`src/rtl/addsub_pkg.sv`:
```
`timescale 1ns/1ps
package addsub_pkg;

    typedef enum logic {
        OP_ADD = 1'b0,
        OP_SUB = 1'b1
    } addsub_op_e;

    typedef struct packed {
        logic zero;
        logic neg;
        logic carry;
        logic ovf;
    } cc_flags_t;

    typedef struct packed {
        logic eq;
        logic ne;
        logic lt;
        logic le;
        logic ge;
        logic gt;
        logic ltu;
        logic leu;
        logic geu;
        logic gtu;
    } rel_preds_t;

    // Flag-to-relation decode; meaningful after a subtraction A-B.
    function automatic rel_preds_t decode_rel(input cc_flags_t f);
        rel_preds_t p;
        logic       slt;
        slt   = f.neg ^ f.ovf;
        p.eq  = f.zero;
        p.ne  = ~f.zero;
        p.lt  = slt;
        p.le  = f.zero | slt;
        p.ge  = ~slt;
        p.gt  = ~(f.zero | slt);
        p.ltu = ~f.carry;
        p.leu = ~f.carry | f.zero;
        p.geu = f.carry;
        p.gtu = f.carry & ~f.zero;
        return p;
    endfunction

endpackage

```
`src/rtl/addsub_operand.sv`:
```
`timescale 1ns/1ps
module addsub_operand
    import addsub_pkg::*;
#(
    parameter int W = 8
) (
    input  logic [W-1:0] b_i,
    input  addsub_op_e   op_i,
    output logic [W-1:0] b_eff_o,
    output logic         cin_o
);
    logic invert;
    assign invert = (op_i == OP_SUB);
    assign cin_o  = invert;

    for (genvar i = 0; i < W; i++) begin : g_inv
        assign b_eff_o[i] = b_i[i] ^ invert;
    end
endmodule

```
`src/rtl/addsub_ripple.sv`:
```
`timescale 1ns/1ps
module addsub_ripple #(
    parameter int W = 8
) (
    input  logic [W-1:0] a_i,
    input  logic [W-1:0] b_i,
    input  logic         cin_i,
    output logic [W-1:0] sum_o,
    output logic         cout_o,
    output logic         cmsb_o
);
    localparam int WX = W + 1;

    always_comb begin
        logic c;
        c      = cin_i;
        cmsb_o = 1'b0;
        for (int i = 0; i < W; i++) begin
            if (i == W - 1) cmsb_o = c;
            sum_o[i] = a_i[i] ^ b_i[i] ^ c;
            c        = (a_i[i] & b_i[i]) | (c & (a_i[i] ^ b_i[i]));
        end
        cout_o = c;
    end

    logic [WX-1:0] wide_total;
    assign wide_total = {1'b0, a_i} + {1'b0, b_i} + WX'(cin_i);

    always_comb begin
        AST_RIPPLE_TOTAL: assert ({cout_o, sum_o} == wide_total)
            else $error("ripple chain disagrees with wide sum");
    end
endmodule

```
`src/rtl/addsub_flags.sv`:
```
`timescale 1ns/1ps
module addsub_flags
    import addsub_pkg::*;
#(
    parameter int W = 8
) (
    input  logic [W-1:0] sum_i,
    input  logic         cout_i,
    input  logic         cmsb_i,
    output cc_flags_t    flags_o
);
    assign flags_o.zero  = ~|sum_i;
    assign flags_o.neg   = sum_i[W-1];
    assign flags_o.carry = cout_i;
    assign flags_o.ovf   = cmsb_i ^ cout_i;
endmodule

```
`src/rtl/addsub_reldec.sv`:
```
`timescale 1ns/1ps
module addsub_reldec
    import addsub_pkg::*;
(
    input  cc_flags_t  flags_i,
    output rel_preds_t preds_o
);
    assign preds_o = decode_rel(flags_i);
endmodule

```
`src/rtl/addsub_unit.sv`:
```
`timescale 1ns/1ps
module addsub_unit
    import addsub_pkg::*;
#(
    parameter int W = 8
) (
    input  logic [W-1:0] a_i,
    input  logic [W-1:0] b_i,
    input  logic         sub_i,
    output logic [W-1:0] sum_o,
    output logic         zero_o,
    output logic         neg_o,
    output logic         carry_o,
    output logic         ovf_o,
    output logic         eq_o,
    output logic         ne_o,
    output logic         lt_o,
    output logic         le_o,
    output logic         ge_o,
    output logic         gt_o,
    output logic         ltu_o,
    output logic         leu_o,
    output logic         geu_o,
    output logic         gtu_o
);
    localparam int MSB = W - 1;

    addsub_op_e op;
    logic [W-1:0] b_eff;
    logic         cin;
    logic         cout;
    logic         cmsb;
    logic [W-1:0] sum;
    cc_flags_t    flags;
    rel_preds_t   preds;

    assign op = addsub_op_e'(sub_i);

    addsub_operand #(.W(W)) u_operand (
        .b_i     (b_i),
        .op_i    (op),
        .b_eff_o (b_eff),
        .cin_o   (cin)
    );

    addsub_ripple #(.W(W)) u_ripple (
        .a_i    (a_i),
        .b_i    (b_eff),
        .cin_i  (cin),
        .sum_o  (sum),
        .cout_o (cout),
        .cmsb_o (cmsb)
    );

    addsub_flags #(.W(W)) u_flags (
        .sum_i   (sum),
        .cout_i  (cout),
        .cmsb_i  (cmsb),
        .flags_o (flags)
    );

    addsub_reldec u_reldec (
        .flags_i (flags),
        .preds_o (preds)
    );

    assign sum_o   = sum;
    assign zero_o  = flags.zero;
    assign neg_o   = flags.neg;
    assign carry_o = flags.carry;
    assign ovf_o   = flags.ovf;
    assign eq_o    = preds.eq;
    assign ne_o    = preds.ne;
    assign lt_o    = preds.lt;
    assign le_o    = preds.le;
    assign ge_o    = preds.ge;
    assign gt_o    = preds.gt;
    assign ltu_o   = preds.ltu;
    assign leu_o   = preds.leu;
    assign geu_o   = preds.geu;
    assign gtu_o   = preds.gtu;

    // Operand-level cross checks against the flag path.
    logic [W-1:0] ref_result;
    logic         sign_ovf;
    assign ref_result = sub_i ? (a_i - b_i) : (a_i + b_i);
    assign sign_ovf   = (a_i[MSB] == b_eff[MSB]) && (sum_o[MSB] != a_i[MSB]);

    always_comb begin
        AST_RESULT_VALUE: assert (sum_o == ref_result)
            else $error("result mismatch");
        AST_CARRY_NO_BORROW: assert (!sub_i || (carry_o == (a_i >= b_i)))
            else $error("carry is not no-borrow");
        AST_OVF_SIGNS: assert (ovf_o == sign_ovf)
            else $error("overflow disagrees with operand signs");
        AST_EQ_SUB: assert (!sub_i || (eq_o == (a_i == b_i)))
            else $error("eq wrong");
        AST_LT_SIGNED: assert (!sub_i || (lt_o == ($signed(a_i) < $signed(b_i))))
            else $error("signed lt wrong");
        AST_GT_SIGNED: assert (!sub_i || (gt_o == ($signed(a_i) > $signed(b_i))))
            else $error("signed gt wrong");
        AST_LTU_SUB: assert (!sub_i || (ltu_o == (a_i < b_i)))
            else $error("unsigned lt wrong");
        AST_GTU_SUB: assert (!sub_i || (gtu_o == (a_i > b_i)))
            else $error("unsigned gt wrong");
    end
endmodule

```
`config.mk`:
```
export PLATFORM = sky130hd
export DESIGN_NAME = addsub_unit
export DESIGN_NICKNAME = d
export VERILOG_FILES = /design/src/rtl/addsub_pkg.sv /design/src/rtl/addsub_operand.sv /design/src/rtl/addsub_ripple.sv /design/src/rtl/addsub_flags.sv /design/src/rtl/addsub_reldec.sv /design/src/rtl/addsub_unit.sv
export SDC_FILE = /design/constraint.sdc
export NUM_CORES = 1
export LEC_CHECK = 0
export ABC_AREA = 1
export BUFFER_PORTS_ARGS = -buffer_cell sky130_fd_sc_hd__buf_2
export CORE_AREA = 2 2 39 41
export DETAILED_ROUTE_END_ITERATION = 7
export DIE_AREA = 0 0 41 43
export PLACE_DENSITY = 0.73
export SYNTH_ARGS = -nofsm -noshare
export SYNTH_HDL_FRONTEND = slang
export SYNTH_SLANG_ARGS = --single-unit
```
`constraint.sdc`:
```
create_clock -name vclk -period 6.8
set_clock_uncertainty 0.2 [all_clocks]
set_input_delay 1.7 -clock vclk [all_inputs]
set_output_delay 1.7 -clock vclk [all_outputs]
set_load 0.03 [all_outputs]
```
==> reports/results.ini, run 1 <==
[logic_synthesis]
synth_fa_ha_area_frac = 0.3776
synthCells = 60
synth_top_area_frac = 0.3776
synth_top_family_by_area = adder cells
syn-num-nets = 85
ys_seq_area_frac = 0
synth_warnings = 0
syn-cell-area_um2 = 424.2
yosysMostFrequentCell = inv_1
synth_mux_area_frac = 0
synth_top_cell_by_area = fa_1
synth_cell_type_count = 12
avgSynthCellArea_um2 = 7.069
synth_xor_area_frac = 0.1652
yosys.area_share.simple = 0.1888
synthTopCellsByArea = fa_1 38%, inv_1 17%, xnor2_1 12%
synth_compound_area_frac = 0.01180
synth_commonest_cells = 19 x inv_1, 8 x fa_1, 8 x nand2_1

[routing]
wl_per_cell_um = 9.934
vias = 555
viasPerCell = 4.051
finalWirelength_um = 1361
drtPass1Iterations = 1
drcViolationCount = 0
first_iter_violations = 0
ant_nets = 0

[cts]
hold_buffers = 0

[worst_setup_path]
critPathLaunchType = input pin
cp.required_ps = 4900
crit_type = input pin to output port
crit_path_end_kind = output port
cp.arrival_ps = 5020
crit_fanout = 4

[global_routing]
grt_max_degree = 7
grt_pass1_vias = 577
grt_pass1_wl_um = 2228
overflow = 0
track_usage = 0.1758
antenna_found_initial = 0

[finish]
seq_cells = 0
nets = 148
clkbuf_count = 0
multi_input_area_um2 = 407.9
n_fill_cell = 105
drive_above_1_share = 0.7934
antenna_cells = 0
areaGrowthSynthToFinish_pct = 133.9
regArea_um2 = 0

[floorplanning]
fp.dieH_um = 43
rows = 14
ios = 39
die_area_mm2 = 0.001763
die_width_um = 41
floorplan.initialDensity = 0.3065
coreArea_mm2 = 0.001384

[pwr]
power_density_mw_per_mm2 = 176.3
ir_worst_vdd_mv = 0.1538
power_leakage_uw = 0.0005357
finalPower_uw = 174.9

[run_status]
status = finished with violations
violations = setup timing

[timing]
fin_crit_sh = 1.018
max_freq_mhz = 144.5
slew_headroom = 0.7500
min_period_ps = 6920
hold_viol = 0
setup_violations = 8
setup_slack_ps = -120.0
tightest_slew_ps = 372.3
drv_slew = 0
grt_setup_unrepaired = yes
holdWs_ps = 3656

[run]
maxCapViolCount = 0

[place]
finalWeightedCongestion = 0.6426
pre_cts_ws_ps = -329.7
port_buffers = 39
dp.final_hpwl_um = 938.7

[worst_hold_path]
hold_class = input pin to output port

per-stage QoR:
step | area [um^2] | TNS [ps] | std cells | util
2_1_floorplan | 498.0 | -2163 | 60 | -
3_3_place_gp | 696.9 | -1732 | 115 | 0.5036
3_5_place_dp | 696.9 | -2208 | 115 | 0.5036
4_1_cts | 929.6 | -1056 | 137 | 0.6718
5_1_grt | 992.2 | -1680 | 137 | 0.7170
6_report | 992.2 | -742.7 | 137 | 0.7170
report_power, final:
part           switching, uW  internal (uW)
clock network              0              0
registers                  0              0
logic                    104           70.5
worst max-delay path: stages:
cell and delay [ps]:
buf_8 100, xnor2_4 130, fa_2 360, fa_2 340
fa_2 340, inv_2 60, fa_2 180, inv_2 40
fa_2 330, fa_2 360, inv_2 70, fa_2 450
nor2_4 110, nand2_2 70, nor2_4 100, nand2_4 80
clkinvlp_4 80, buf_6 120
layer usage:
layer	wire, um	up-vias	track usage
met3	50	0	0
met2	813	15	0.3688
li1	-	282	-
met5	0	-	0
met1	497	258	0.1839
met4	0	0	0
worst paths after layout:
path,endpoint,slack (ps),depth (start not counted),from
max,eq_o,-120,18,b_i[1]
min,sum_o[0],3660,4,a_i[0]
layout make-up:
cell class         count  area share
inverters             21     0.08575
multi-input cells     35      0.4111
well taps             16     0.02018
repair buffers        65      0.4830
cells in the final DEF (no fill, tap or decap), drive strengths merged:
| cell | n |
|---|---|
| inv | 20 |
| nor2 | 7 |
| fa | 8 |
| clkinvlp | 1 |
| o21ai | 1 |
| xor2 | 2 |
| buf | 65 |
| nand2 | 9 |
| nand3 | 2 |
| xnor2 | 6 |
cells by family after synthesis:
family,Yosys count
buffers and inverters,25
and+or+nand+nor,18
xor gates and xnor gates,8
adders and majority gates,8
AOI/OAI and AO/OA,1
repair_timing:
item	CTS	global route
hold endpoints to repair	0	0
resized for setup	23	23
pin swaps	4	5
buffers inserted	22	2
endpoints found under the setup margin	10	11
No activity file was read; power rests on OpenSTA's default activity.
==> run 2: changes to the inputs <==
--- a/config.mk
+++ b/config.mk
@@ -11,6 +11,7 @@
 export DETAILED_ROUTE_END_ITERATION = 7
 export DIE_AREA = 0 0 41 43
 export PLACE_DENSITY = 0.73
+export SETUP_SLACK_MARGIN = 0.5
 export SYNTH_ARGS = -nofsm -noshare
 export SYNTH_HDL_FRONTEND = slang
 export SYNTH_SLANG_ARGS = --single-unit
==> reports/results.ini, run 2 (synthesized netlist as in run 1, its figures left out) <==
[worst_setup_path]
crit_path_end_kind = output port
crit_type = input pin to output port
critPathLaunchType = input pin
cp.required_ps = 4900  ; about the same
crit_fanout = 4  ; unchanged
cp.arrival_ps = 5110  ; +90 ps

[timing]
tightest_slew_ps = 361.0  ; -11.26 ps
holdWs_ps = 3616  ; -39.55 ps
grt_setup_unrepaired = yes
setup_slack_ps = -209.4  ; -89.40 ps
slew_headroom = 0.7576  ; +0.007563
fin_crit_sh = 1.031  ; +0.01315
max_freq_mhz = 142.7  ; -1.3%
drv_slew = 0  ; unchanged
min_period_ps = 7009  ; +89.40 ps
setup_violations = 10  ; +2
hold_viol = 0  ; unchanged

[floorplanning]
ios = 39  ; unchanged
die_area_mm2 = 0.001763  ; unchanged
rows = 14  ; unchanged
fp.dieH_um = 43  ; unchanged
die_width_um = 41  ; unchanged
floorplan.initialDensity = 0.3065  ; unchanged
coreArea_mm2 = 0.001384  ; unchanged

[finish]
areaGrowthSynthToFinish_pct = 97.05
nets = 130  ; -12%
seq_cells = 0  ; unchanged
antenna_cells = 0  ; unchanged
regArea_um2 = 0  ; unchanged
final_cell_area_um2 = 835.8  ; -16%
drive_above_1_share = 0.7184  ; -0.07494
mostFrequentLayoutCell = buf_2
clkbuf_count = 0  ; unchanged
fin_util = 0.6040  ; -0.1130
final_cell_mix = 26 x buf_2, 14 x buf_6, 13 x inv_1

[global_routing]
grt_max_degree = 7  ; unchanged
grt_pass1_vias = 447  ; -23%
globalRouteMet3Util = 0.01047  ; +0.01047
grt_pass1_wl_um = 1773  ; -20%
grt-busiest-layer = met2
track_usage = 0.1408  ; -0.03498
overflow = 0  ; unchanged
use_met2 = 0.2719  ; -0.09688
grtUsageMet1 = 0.1523  ; -0.03163
antenna_found_initial = 0  ; unchanged

[routing]
drtPass1Iterations = 4  ; +3
vias = 489  ; -12%
drcViolationCount = 0  ; unchanged
ant_nets = 0  ; unchanged
finalWirelength_um = 1204  ; -12%
viasPerCell = 4.109  ; +1.4%
wl_per_cell_um = 10.12  ; +1.8%
first_iter_violations = 3  ; +3

[pwr]
finalPower_uw = 177.1  ; +1.3%
ir_worst_vdd_mv = 0.1011  ; -34%
power_leakage_uw = 0.0004523  ; -16%
power_density_mw_per_mm2 = 211.9  ; +20%

[worst_hold_path]
min_to = sum_o[0]
min_path_cells = 4  ; unchanged
hold_class = input pin to output port
hp-start = a_i[0]

[place]
dpl_cell_area_um2 = 696.9  ; unchanged
dp.final_hpwl_um = 941.9  ; +0.34%
port_buffers = 39  ; unchanged
finalWeightedCongestion = 0.7050  ; +9.7%

[cts]
hold_buffers = 0  ; unchanged

[run_status]
violations = setup timing
status = finished with violations

[run]
maxCapViolCount = 0  ; unchanged

==> run 2: cell count changes in the layout (fill, tap and decap cells not counted), sizes merged <==
cell,delta
buf,-18
==> run 2: per-layer routing <==
metal / share of wire / vias up
met4: 0.017 / 0
met5: 0 / -
met2: 0.62 / 22
met3: 0.050 / 2
li1: - / 247
met1: 0.31 / 218
==> run 2: per-stage QoR <==
stage	TNS [ps]	cells	setup slack [ps]
detailed placement	-2400	115	-357.4
global route	-2721	119	-367.7
CTS	-1263	117	-211.2
finish	-1259	119	-209.4
global placement	-1834	115	-293.9
floorplan	-2163	60	-470.9
==> run 2: how the worst max path moves through the flow <==
| stage | from | endpoint | slack [ps] |
|---|---|---|---|
| final | sub_i | eq_o | -210 |
| after detailed placement | b_i[0] | eq_o | -360 |
| after global placement | sub_i | eq_o | -290 |
| after floorplan | sub_i | zero_o | -470 |
| after global routing | sub_i | zero_o | -370 |
| after CTS | sub_i | eq_o | -210 |
==> run 2: worst max-delay path, stage by stage <==
cell and delay, ps:
buf_12 110, xnor2_4 130, fa_2 360, fa_2 340, fa_2 340, inv_2 60
fa_2 180, inv_2 40, fa_2 330, fa_2 350, inv_2 70, fa_2 430
nor2_2 120, nand2_1 80, nor2_2 160, nand2_4 100, clkinvlp_4 90, buf_6 120
==> run 2: power by group <==
part | internal (uW) | switching, uW
Combinational | 72.6 | 104
Sequential | 0 | 0
Clock | 0 | 0
==> run 2: area by class of cell <==
type,instances,area [um^2]
timing repair buffer,47,352.8
tap,16,20.02
inverter,21,82.58
multi-input combinational,35,380.4
fill,117,548.0
==> run 2: timing repair <==
action,CTS,global route
setup endpoints to repair,16,15
pin swaps,5,3
gates resized for setup,33,4
setup buffers,2,2
